--- config.mk ---
export PLATFORM = sky130hd
export DESIGN_NAME = sreg_slave
export DESIGN_NICKNAME = d
export VERILOG_FILES = /design/src/rtl/sreg_pkg.sv /design/src/rtl/sreg_fsm.sv /design/src/rtl/sreg_bank.sv /design/src/rtl/sreg_tx.sv /design/src/rtl/sreg_slave.sv
export SDC_FILE = /design/constraint.sdc
export NUM_CORES = 1
export LEC_CHECK = 0
export ABC_CLOCK_PERIOD_IN_PS = 5100
export BUFFER_PORTS_ARGS = -buffer_cell sky130_fd_sc_hd__clkbuf_2
export CORE_UTILIZATION = 50
export CTS_BUF_LIST = sky130_fd_sc_hd__clkbuf_16
export DETAILED_ROUTE_END_ITERATION = 6
export GPL_TIMING_DRIVEN = 0
export PLACE_DENSITY = 0.72
export SLEW_MARGIN = 20
export SYNTH_ARGS = -nofsm -noshare
export SYNTH_HDL_FRONTEND = slang
export SYNTH_SLANG_ARGS = --single-unit
--- constraint.sdc ---
create_clock -name sclk -period 5.1 [get_ports sclk]
set_clock_uncertainty 0.2 [all_clocks]
set_input_delay 0.765 -clock sclk [delete_from_list [all_inputs] [get_ports sclk]]
set_output_delay 0.765 -clock sclk [all_outputs]
set_load 0.02 [all_outputs]
--- src/rtl/sreg_pkg.sv ---
package sreg_pkg;
    typedef enum logic [1:0] {
        ST_INSTR = 2'd0,
        ST_DATA  = 2'd1,
        ST_DONE  = 2'd2
    } ser_st_e;
endpackage

--- src/rtl/sreg_fsm.sv ---
module sreg_fsm
    import sreg_pkg::*;
#(
    parameter int ADDR_W = 5,
    parameter int CNT_W  = 2,
    parameter int DW     = 8
) (
    input  logic              sclk,
    input  logic              ser_clr,
    input  logic              sdi,
    output ser_st_e           st,
    output logic [2:0]        bit_cnt,
    output logic [ADDR_W-1:0] addr,
    output logic              rd,
    output logic              wr_en,
    output logic [DW-1:0]     wr_data
);
    ser_st_e           st_q, st_d;
    logic [2:0]        bit_q;
    logic [CNT_W-1:0]  byte_q, len_q;
    logic [ADDR_W-1:0] addr_q;
    logic              rd_q;
    logic [DW-2:0]     sh_q;
    logic [DW-1:0]     byte_w;
    logic              last_bit;

    assign byte_w   = {sh_q, sdi};
    assign last_bit = (bit_q == 3'd7);

    // next-state decision
    always_comb begin
        st_d = st_q;
        unique case (st_q)
            ST_INSTR: if (last_bit) st_d = ST_DATA;
            ST_DATA:  if (last_bit && byte_q == len_q) st_d = ST_DONE;
            ST_DONE:  st_d = ST_DONE;
            default:  st_d = ST_INSTR;
        endcase
    end

    // state register and datapath registers
    always_ff @(posedge sclk or posedge ser_clr) begin
        if (ser_clr) begin
            st_q   <= ST_INSTR;
            bit_q  <= '0;
            byte_q <= '0;
            len_q  <= '0;
            addr_q <= '0;
            rd_q   <= 1'b0;
            sh_q   <= '0;
        end else begin
            st_q <= st_d;
            if (st_q != ST_DONE) begin
                bit_q <= bit_q + 3'd1;
                sh_q  <= byte_w[DW-2:0];
            end
            if (last_bit && st_q == ST_INSTR) begin
                rd_q   <= byte_w[DW-1];
                len_q  <= byte_w[ADDR_W+CNT_W-1:ADDR_W];
                addr_q <= byte_w[ADDR_W-1:0];
                byte_q <= '0;
            end else if (last_bit && st_q == ST_DATA) begin
                addr_q <= addr_q + ADDR_W'(1);
                byte_q <= byte_q + CNT_W'(1);
            end
        end
    end

    // outputs
    always_comb begin
        st      = st_q;
        bit_cnt = bit_q;
        addr    = addr_q;
        rd      = rd_q;
        wr_en   = (st_q == ST_DATA) && !rd_q && last_bit;
        wr_data = byte_w;
    end
endmodule

--- src/rtl/sreg_bank.sv ---
module sreg_bank #(
    parameter int ADDR_W = 5,
    parameter int DW     = 8,
    localparam int NREG  = 1 << ADDR_W
) (
    input  logic              sclk,
    input  logic              rst_n,
    input  logic              wr_en,
    input  logic [ADDR_W-1:0] addr,
    input  logic [DW-1:0]     wr_data,
    output logic [DW-1:0]     rd_data,
    output logic [NREG*DW-1:0] regs_flat
);
    logic [DW-1:0] mem [NREG];

    always_ff @(posedge sclk or negedge rst_n) begin
        if (!rst_n) begin
            for (int i = 0; i < NREG; i++) mem[i] <= '0;
        end else if (wr_en) begin
            mem[addr] <= wr_data;
        end
    end

    assign rd_data = mem[addr];

    for (genvar g = 0; g < NREG; g++) begin : g_flat
        assign regs_flat[g*DW +: DW] = mem[g];
    end
endmodule

--- src/rtl/sreg_tx.sv ---
module sreg_tx
    import sreg_pkg::*;
#(
    parameter int DW = 8
) (
    input  logic          sclk,
    input  logic          ser_clr,
    input  ser_st_e       st,
    input  logic          rd,
    input  logic [2:0]    bit_cnt,
    input  logic [DW-1:0] rd_byte,
    input  logic          mode4,
    output logic          sdio_out,
    output logic          sdio_oe,
    output logic          sdo,
    output logic          sdo_oe
);
    logic bit_d, bit_q, io_oe_d, io_oe_q, so_oe_d, so_oe_q;

    always_comb begin
        bit_d   = 1'b0;
        io_oe_d = 1'b0;
        so_oe_d = 1'b0;
        unique case (st)
            ST_DATA: if (rd) begin
                bit_d   = rd_byte[~bit_cnt];
                io_oe_d = !mode4;
                so_oe_d = mode4;
            end
            ST_DONE: if (rd && mode4) begin
                bit_d   = 1'b0;
                so_oe_d = 1'b1;
            end
            default: ;
        endcase
    end

    always_ff @(negedge sclk or posedge ser_clr) begin
        if (ser_clr) begin
            bit_q   <= 1'b0;
            io_oe_q <= 1'b0;
            so_oe_q <= 1'b0;
        end else begin
            bit_q   <= bit_d;
            io_oe_q <= io_oe_d;
            so_oe_q <= so_oe_d;
        end
    end

    assign sdio_out = io_oe_q & bit_q;
    assign sdio_oe  = io_oe_q;
    assign sdo      = so_oe_q & bit_q;
    assign sdo_oe   = so_oe_q;
endmodule

--- src/rtl/sreg_slave.sv ---
module sreg_slave
    import sreg_pkg::*;
#(
    parameter int ADDR_W   = 5,
    parameter int CNT_W    = 2,
    parameter int DW       = 8,
    parameter int MODE_REG = 0,
    parameter int MODE_BIT = 7,
    localparam int NREG    = 1 << ADDR_W
) (
    input  logic               rst_n,
    input  logic               sclk,
    input  logic               sen_n,
    input  logic               sdio_in,
    output logic               sdio_out,
    output logic               sdio_oe,
    output logic               sdo,
    output logic               sdo_oe,
    output logic [NREG*DW-1:0] cfg_q
);
    logic              ser_clr;
    ser_st_e           st;
    logic [2:0]        bit_cnt;
    logic [ADDR_W-1:0] addr;
    logic              rd, wr_en, mode4;
    logic [DW-1:0]     wr_data, rd_byte;

    assign ser_clr = sen_n | ~rst_n;
    assign mode4   = cfg_q[MODE_REG*DW + MODE_BIT];

    sreg_fsm #(.ADDR_W(ADDR_W), .CNT_W(CNT_W), .DW(DW)) u_fsm (
        .sclk(sclk), .ser_clr(ser_clr), .sdi(sdio_in), .st(st),
        .bit_cnt(bit_cnt), .addr(addr), .rd(rd), .wr_en(wr_en), .wr_data(wr_data)
    );

    sreg_bank #(.ADDR_W(ADDR_W), .DW(DW)) u_bank (
        .sclk(sclk), .rst_n(rst_n), .wr_en(wr_en), .addr(addr),
        .wr_data(wr_data), .rd_data(rd_byte), .regs_flat(cfg_q)
    );

    sreg_tx #(.DW(DW)) u_tx (
        .sclk(sclk), .ser_clr(ser_clr), .st(st), .rd(rd), .bit_cnt(bit_cnt),
        .rd_byte(rd_byte), .mode4(mode4), .sdio_out(sdio_out), .sdio_oe(sdio_oe),
        .sdo(sdo), .sdo_oe(sdo_oe)
    );
endmodule

== Word-level counts from Yosys, hierarchy flattened ==
Cells that the tools add are included.

* Muxes and demuxes: 22
* $add $sub $neg: 3
* $lt $le $gt $ge: 3
* Equality and inequality tests: 7
* Shifts and indexed selects: 0
* Reduce and logical (&&, ||, !) cells: 12
* Bitwise operators: 6
* Multiply operators: 0
* Divide/modulo/power cells: 0

{| class="wikitable"
|+ Operators by type and width
! cell !! count
|-
| bitwise mux 256 bit || 1
|-
| binary-select mux 8 bit (select 5 bit) || 1
|-
| demux 8 bit (select 5 bit) || 1
|-
| two-way mux 8 bit || 3
|-
| two-way mux 5 bit || 2
|-
| two-way mux 2 bit || 4
|-
| logical AND 1 bit || 7
|-
| two-way mux 1 bit || 7
|-
| >= comparator 6 bit, second input constant || 1
|-
| less-than comparator 6 x 1 -> 1 bit, second input constant || 1
|-
| inverter 5 -> 6 bit || 1
|-
| case mux 2 bit (3 select lines) || 1
|-
| adder 5 x 1 -> 5 bit, second input constant || 1
|-
| less-than comparator 3 x 4 -> 1 bit, second input constant || 1
|-
| != test 2 x 1 -> 1 bit, second input constant || 2
|-
| adder 3 x 1 -> 3 bit, second input constant || 1
|-
| binary-select mux 1 bit (select 3 bit) || 1
|-
| equality test 3 bit, second input constant || 1
|-
| inverter 3 bit || 1
|-
| adder 2 x 1 -> 2 bit, second input constant || 1
|-
| AND 1 bit || 2
|-
| equality test 2 x 1 -> 1 bit, second input constant || 1
|-
| equality test 2 bit || 1
|-
| equality test 2 bit, second input constant || 1
|-
| other kinds (8) || 9
|}

* Memories: 0
* Bits in writable memories: 0
* Bits in read-only memories: 0
* Flip-flop bits (word level): 281
* Bits of input ports: 4
* Logic and storage cells: 95
* Output and inout bits: 260
* Bits in latches: 0

== Logic depth before layout (Yosys ltp) ==
Gate-level depths: netlist (run 1).

* Depth in word-level cells: 8
* Depth in mapped cells: 11
* Gate-level depth less buffers: 7

== Modules after synthesis ==
A second synthesis (run 1) with hierarchy kept.

* Cell total of the unflattened synthesis: 975
* Area total of the unflattened synthesis: 13251.5 µm²

{| class="wikitable"
|+ Modules (own cells, without submodules)
! module !! cells each !! times used !! area each (µm²)
|-
| sreg_bank || 857 || 1 || 11923.9
|-
| sreg_fsm || 97 || 1 || 1112.3
|-
| sreg_tx || 20 || 1 || 209.0
|-
| sreg_slave || 1 || 1 || 6.3
|}

==> results.cfg, run 1 <==
[global_routing]
grtUsageMet2_pct = 53.2
number_of_antenna_violations_at_the_first_check_in_global_routing = 0
grt_pass1_vias = 9807
grt_start_max_net_pins = 85
grt_usage_pct = 34.1
grt_remaining_overflow = 0
grt_first_pass_wirelength_um = 65800
groute.layer.met1.usage_pct = 45.1
most_crowded_layer_after_global_routing = met2
met3_usage_in_global_routing_pct = 8.41

[clocking]
clockBufferDepth = 3
clock_tree.root_cell = sky130_fd_sc_hd__clkbuf_16
clkSinkCount = 281
clk-insertion-delay-late_ns = 0.56
numCtsBuffers = 29
htree_levels = 1
worst_setup_hold_path_clk_slew_ns = 0.07
tritoncts = built

[logic_synthesis]
synth_edf_count = 0
synth-main-ff-cell = sky130_fd_sc_hd__dfrtp_1
synthesis.yosys.warnings = 0
postSynthAreaPerCell_um2 = 14.3
synth_cells = 922
yosysSeqAreaShare_pct = 53.4
postSynthNetCount = 936
synth.cell_area_um2 = 13200
synth_cell_types = 54
ys_ff_latch = 281
fraction_of_registers_with_async_set_reset_pct = 100

[sta]
rsz_0062_raised_after_global_routing = yes
setup_slack_ns = -0.337
timing.final.setup_violations = 1
tightest_slew_ns = 1.12
setup_total_negative_slack_ns = -0.337
fin_max_slew_vios = 0
hold_viol = 0
timing.slew.headroom_pct = 25.4

[cells_and_area]
highest_count_cells_in_the_layout_ignoring_fill_and_taps = sky130_fd_sc_hd__mux2_2, sky130_fd_sc_hd__dfrtp_1, sky130_fd_sc_hd__clkbuf_2
instances_no_fill = 1594
final_common_cell = sky130_fd_sc_hd__mux2_2
area_growth_pct = 24.3
finish.net_count = 1251
antenna_cells = 0
layout.core_utilization_pct = 63.1
post_route_cells_drive_above_1_share_pct = 56.6

[worst_setup_path]
crit_path_start_kind = register
crit_start = u_fsm.addr[1]
crit_arrival_ns = 3.06
path_max_fanout = 4
critical_path.endpoint_type = register
cp.required_ns = 2.73
reg2reg_from = u_fsm.addr[1]
criticalPathCategory = register to register

[run_status]
violations = setup timing
status = complete, but fails checks

[power_and_ir_drop]
power.density_cell_area_nw_per_um2 = 482
power.total_w = 0.00789
peakVddDrop_v = 0.000289
leakage_nw = 8.23

[floorplan]
num_io_pins = 264
dieHeight_um = 164
dieWidth_um = 164
floorplan.initialDensity_pct = 50.8
row_count = 59
core_area_um2 = 25900
die_footprint_um2 = 27000

[drt]
first_iter_violations = 876
finalWirelength_um = 45300
detail_route.drc_violations = 0
post_drt_wl_per_cell_um = 28.4
route.detailed.vias_per_inst = 6.15
num_vias = 9800
ant_nets = 0
detailedRoute.firstPassIterationCount = 5

[place]
dp.final_hpwl_um = 32300
cell_count_after_placement = 1523
placement.setup.worst_slack_ns = -0.907
portBuffers = 263
place.gp.congestion = 0.973

[flow_run]
max_cap_violations = 0

[hold_path]
min_path_type = primary input to async pin
-- sequential cells by signal (all words and copies together), names as in the netlist --
register	count
u_bank.regs_flat	256
u_fsm.sh_q	7
u_fsm.addr	5
u_fsm.bit_cnt	3
u_fsm.byte_q	2
u_fsm.len_q	2
u_fsm.st	2
u_fsm.rd	1
u_tx.bit_q	1
u_tx.sdio_oe	1
u_tx.sdo_oe	1
-- cell families (layout without fill, tap and decap cells) --
logic type | Yosys count | after routing | share of synthesized area, %
buffers and inverters | 63 | 400 | 2.53
adder cells (fa/ha/maj) | 10 | 10 | 0.950
AO/OA/AOI/OAI | 73 | 73 | 3.76
flip-flops | 281 | 281 | 53.4
AND/OR/NAND/NOR | 134 | 134 | 5.17
XOR/XNOR | 3 | 3 | 0.200
multiplexers | 358 | 358 | 34.0
-- what timing repair did --
action | in CTS | in global routing
hold buffers | 1 | 0
setup buffers | 10 | 6
setup endpoints to repair | 1 | 1
endpoints found under the hold margin | 28 | 0
pin swaps | 7 | 5
gates resized for setup | 56 | 10
gates cloned | 1 | 0
-- area by class of cell --
cell class                 count  area, um2
fill                        2049       9550
sequential                   281       7030
multi-input combinational    578       5980
timing repair buffer         284       1600
clock buffer                  29        726
tap                          335        419
buffer                        57        418
clock inverter                24        163
inverter                       6       22.5
-- where the power goes --
group	leakage, nW	internal, W	total [W]	switching [W]
logic	3.92	0.00115	0.00308	0.00193
registers	3.85	0.00248	0.00278	0.000301
clock network	0.458	0.00113	0.00203	0.000897
total	8.23	0.00476	0.00789	0.00313
-- through the flow --
step / hold slack, ns / area, um2
after global placement: 0.308 / 14900
final: 0.208 / 16400
after detailed placement: 0.312 / 15000
after floorplan: 0.269 / 13200
after global routing: 0.270 / 16400
after CTS: 0.223 / 16200
-- synthesized netlist by cell type (4+ instances only) --
cell type	count	share of area (%)
sky130_fd_sc_hd__dfrtp_1	278	53
sky130_fd_sc_hd__mux2_2	278	24
sky130_fd_sc_hd__nand2_1	40	1.1
sky130_fd_sc_hd__mux2i_1	38	2.9
sky130_fd_sc_hd__clkbuf_1	35	1.0
sky130_fd_sc_hd__mux4_2	35	6.0
sky130_fd_sc_hd__nor3_1	23	0.87
sky130_fd_sc_hd__o21ai_0	22	0.84
sky130_fd_sc_hd__nor2_1	21	0.60
sky130_fd_sc_hd__nor2_2	15	0.71
sky130_fd_sc_hd__ha_1	10	0.95
sky130_fd_sc_hd__a21oi_1	9	0.34
sky130_fd_sc_hd__buf_4	9	0.51
sky130_fd_sc_hd__a22oi_1	8	0.46
sky130_fd_sc_hd__nor2b_1	8	0.38
sky130_fd_sc_hd__buf_2	7	0.27
sky130_fd_sc_hd__a211oi_1	6	0.34
sky130_fd_sc_hd__mux4_1	6	1.2
sky130_fd_sc_hd__buf_6	5	0.43
sky130_fd_sc_hd__a31oi_1	4	0.19
sky130_fd_sc_hd__and2_0	4	0.19
sky130_fd_sc_hd__inv_1	4	0.11
sky130_fd_sc_hd__nand3_1	4	0.15
sky130_fd_sc_hd__o22ai_1	4	0.19
-- worst max-delay path: stages, from the launching register on --
cell and delay, ns:
sky130_fd_sc_hd__dfrtp_1 0.40, sky130_fd_sc_hd__buf_12 0.15, sky130_fd_sc_hd__buf_4 0.12, sky130_fd_sc_hd__buf_4 0.17, sky130_fd_sc_hd__mux4_2 0.55, sky130_fd_sc_hd__mux2i_4 0.21
sky130_fd_sc_hd__o22ai_2 0.12, sky130_fd_sc_hd__a211oi_2 0.24, sky130_fd_sc_hd__a311oi_1 0.10, sky130_fd_sc_hd__a311o_1 0.30, sky130_fd_sc_hd__o2111a_1 0.16
-- worst paths after layout --
path / end / slack (ns) / cells past startpoint
setup / recovery: u_tx.bit_q / -0.34 / 10
hold / removal: u_fsm.sh_q[4] / 0.21 / 2
setup reg to reg: u_tx.bit_q / -0.34 / 10
hold reg to reg: u_fsm.byte_q[1] / 0.31 / 1
max in group asynchronous: u_tx.bit_q / 0.31 / 4
min in group sclk: u_fsm.byte_q[1] / 0.31 / 1
-- routing by layer --
layer  part of all wire (%)  up-vias
li1                       -     4061
met1                     39     5116
met4                    4.8        0
met5                      0        -
met2                     47      511
met3                    9.1      112
No activity file was read; power rests on OpenSTA's default activity.
==> run 2, diff against run 1 <==
Settings changed: PLACE_DENSITY 0.72 to 0.74.
==> run 2 against run 1 <==
  * The run still ends with setup timing left
  * Largest cell class unchanged
  * Sequential power hardly changed
  * Utilization fell by 0.13 points
  * Hold slack got worse by 0.16 ns
==> results.cfg, run 2 (synthesized netlist as in run 1, its figures left out) <==
[clocking]
htree_levels = 1
clock_tree.root_cell = sky130_fd_sc_hd__clkbuf_16
worst_setup_hold_path_clk_slew_ns = 0.06
numCtsBuffers = 30
clockBufferDepth = 3
tritoncts = built
clkSinkCount = 281
clk-insertion-delay-late_ns = 0.56
holdBufCountCts = 0

[cells_and_area]
area_growth_pct = 24.0
highest_count_cells_in_the_layout_ignoring_fill_and_taps = sky130_fd_sc_hd__mux2_2, sky130_fd_sc_hd__dfrtp_1, sky130_fd_sc_hd__clkbuf_2
combined_area_of_the_multi_input_logic_cells_um2 = 5980
post_route_cells_drive_above_1_share_pct = 56.7
largest_register_ffs = 256
antenna_cells = 0
sequential_cell_area_um2 = 7030
finish.net_count = 1247
final_common_cell = sky130_fd_sc_hd__mux2_2
nFillCells = 2016
layout.core_utilization_pct = 63.0

[worst_setup_path]
crit_start = u_fsm.addr[1]
path_max_fanout = 8
crit_arrival_ns = 3.03
criticalPathCategory = register to register
crit_path_start_kind = register
critical_path.endpoint_type = register
reg2reg_from = u_fsm.addr[1]
r2r-end = u_tx.bit_q
cp.required_ns = 2.73
rrSetupSlack_ns = -0.30
reg2reg_depth = 10

[sta]
hold_viol = 0
setup_slack_ns = -0.301
rsz_0062_raised_after_global_routing = yes
timing.slew.headroom_pct = 38.1
fin_max_slew_vios = 0
timing.final.setup_violations = 1
tightest_slew_ns = 0.925

[floorplan]
dieWidth_um = 164
core_area_um2 = 25900
floorplan.initialDensity_pct = 50.8
dieHeight_um = 164
die_footprint_um2 = 27000
row_count = 59
num_io_pins = 264

[place]
place.gp.congestion = 0.973
placement.setup.worst_slack_ns = -0.956
dp.final_hpwl_um = 32400
portBuffers = 263

[drt]
route.detailed.vias_per_inst = 6.14
finalWirelength_um = 45100
num_vias = 9756
post_drt_wl_per_cell_um = 28.4
detail_route.drc_violations = 0
first_iter_violations = 831
ant_nets = 0
detailedRoute.firstPassIterationCount = 7

[flow_run]
max_cap_violations = 0

[power_and_ir_drop]
leakage_nw = 8.20
peakVddDrop_v = 0.000385
power.density_cell_area_nw_per_um2 = 483

[global_routing]
grt_usage_pct = 34.1
grt_start_max_net_pins = 94
grt_first_pass_wirelength_um = 65400
grt_pass1_vias = 9801
number_of_antenna_violations_at_the_first_check_in_global_routing = 0
grt_remaining_overflow = 0

[run_status]
status = complete, but fails checks
violations = setup timing

[hold_path]
min_path_type = primary input to async pin
-- run 2: cell count changes in the layout (fill, tap and decap cells not counted), sizes merged --
| cell | before | now |
|---|---|---|
| buf | 41 | 38 |
| bufbuf | 1 | 0 |
| dlygate4sd3 | 1 | 0 |
| inv | 11 | 13 |
| clkbuf | 327 | 329 |
| clkinv | 16 | 14 |
| clkinvlp | 1 | 0 |
-- run 2: how the worst max path moves through the flow --
stage                        to  slack (ns)  depth (start not counted)
floorplan            u_tx.bit_q        0.15                          7
global placement    u_tx.sdo_oe       -5.44                          2
detailed placement   u_tx.bit_q       -0.96                          7
CTS                  u_tx.bit_q       -0.25                         10
global route         u_tx.bit_q       -0.33                         10
finish               u_tx.bit_q       -0.30                         10
-- run 2: per-layer routing --
layer | vias up | routed length, um | part of all wire [%] | global-route usage [%]
met5 | - | 0 | 0 | 0
met4 | 0 | 2480 | 5.5 | 16.3
met3 | 149 | 3920 | 8.7 | 9.24
met2 | 501 | 21000 | 47 | 52.4
met1 | 5060 | 17700 | 39 | 44.9
li1 | 4046 | - | - | -
-- run 2: critical path, cell delays in order (launching register included) --
cell and delay [ns]:
sky130_fd_sc_hd__dfrtp_1 0.41, sky130_fd_sc_hd__buf_12 0.15, sky130_fd_sc_hd__buf_12 0.15, sky130_fd_sc_hd__buf_16 0.17, sky130_fd_sc_hd__mux2i_4 0.27, sky130_fd_sc_hd__nor3_1 0.08, sky130_fd_sc_hd__nor4_2 0.44, sky130_fd_sc_hd__nand3_1 0.19
sky130_fd_sc_hd__a2111oi_4 0.24, sky130_fd_sc_hd__nor3_2 0.09, sky130_fd_sc_hd__o2111a_1 0.28
-- run 2: stage by stage --
| stage | TNS (ns) | instances | instance area [um2] | total power [W] | hold slack [ns] |
|---|---|---|---|---|---|
| after global routing | -0.333 | 1590 | 16300 | 0.00814 | 0.0932 |
| after floorplan | 0 | 922 | 13200 | 0.00435 | 0.269 |
| final | -0.301 | 1590 | 16300 | 0.00788 | 0.0502 |
| after detailed placement | -0.956 | 1523 | 15000 | 0.00544 | 0.310 |
| after global placement | -643.68 | 1520 | 14900 | 0.00539 | 0.308 |
| after CTS | -0.254 | 1590 | 16300 | 0.00779 | 0.0665 |
-- run 2: timing repair --
action                                  CTS  global route
endpoints found under the setup margin    1             1
pin swaps                                 9             4
cloned                                    0             0
resized for setup                        62            12
setup buffers                            13             0
-- run 2: final cells by class --
cell class                      instances  area share, %
Sequential cell                       281           43.1
Multi-Input combinational cell        578           36.6
Timing Repair Buffer                  279           9.30
Clock buffer                           31           4.75
Buffer                                 57           2.61
Tap cell                              335           2.57
Clock inverter                         23          0.943
Inverter                                6          0.138
-- run 2: where the power goes --
| part | switching, W | leakage [nW] | internal (W) |
|---|---|---|---|
| combinational | 0.00190 | 3.87 | 0.00111 |
| sequential | 0.000305 | 3.85 | 0.00248 |
| clock | 0.000892 | 0.484 | 0.00119 |
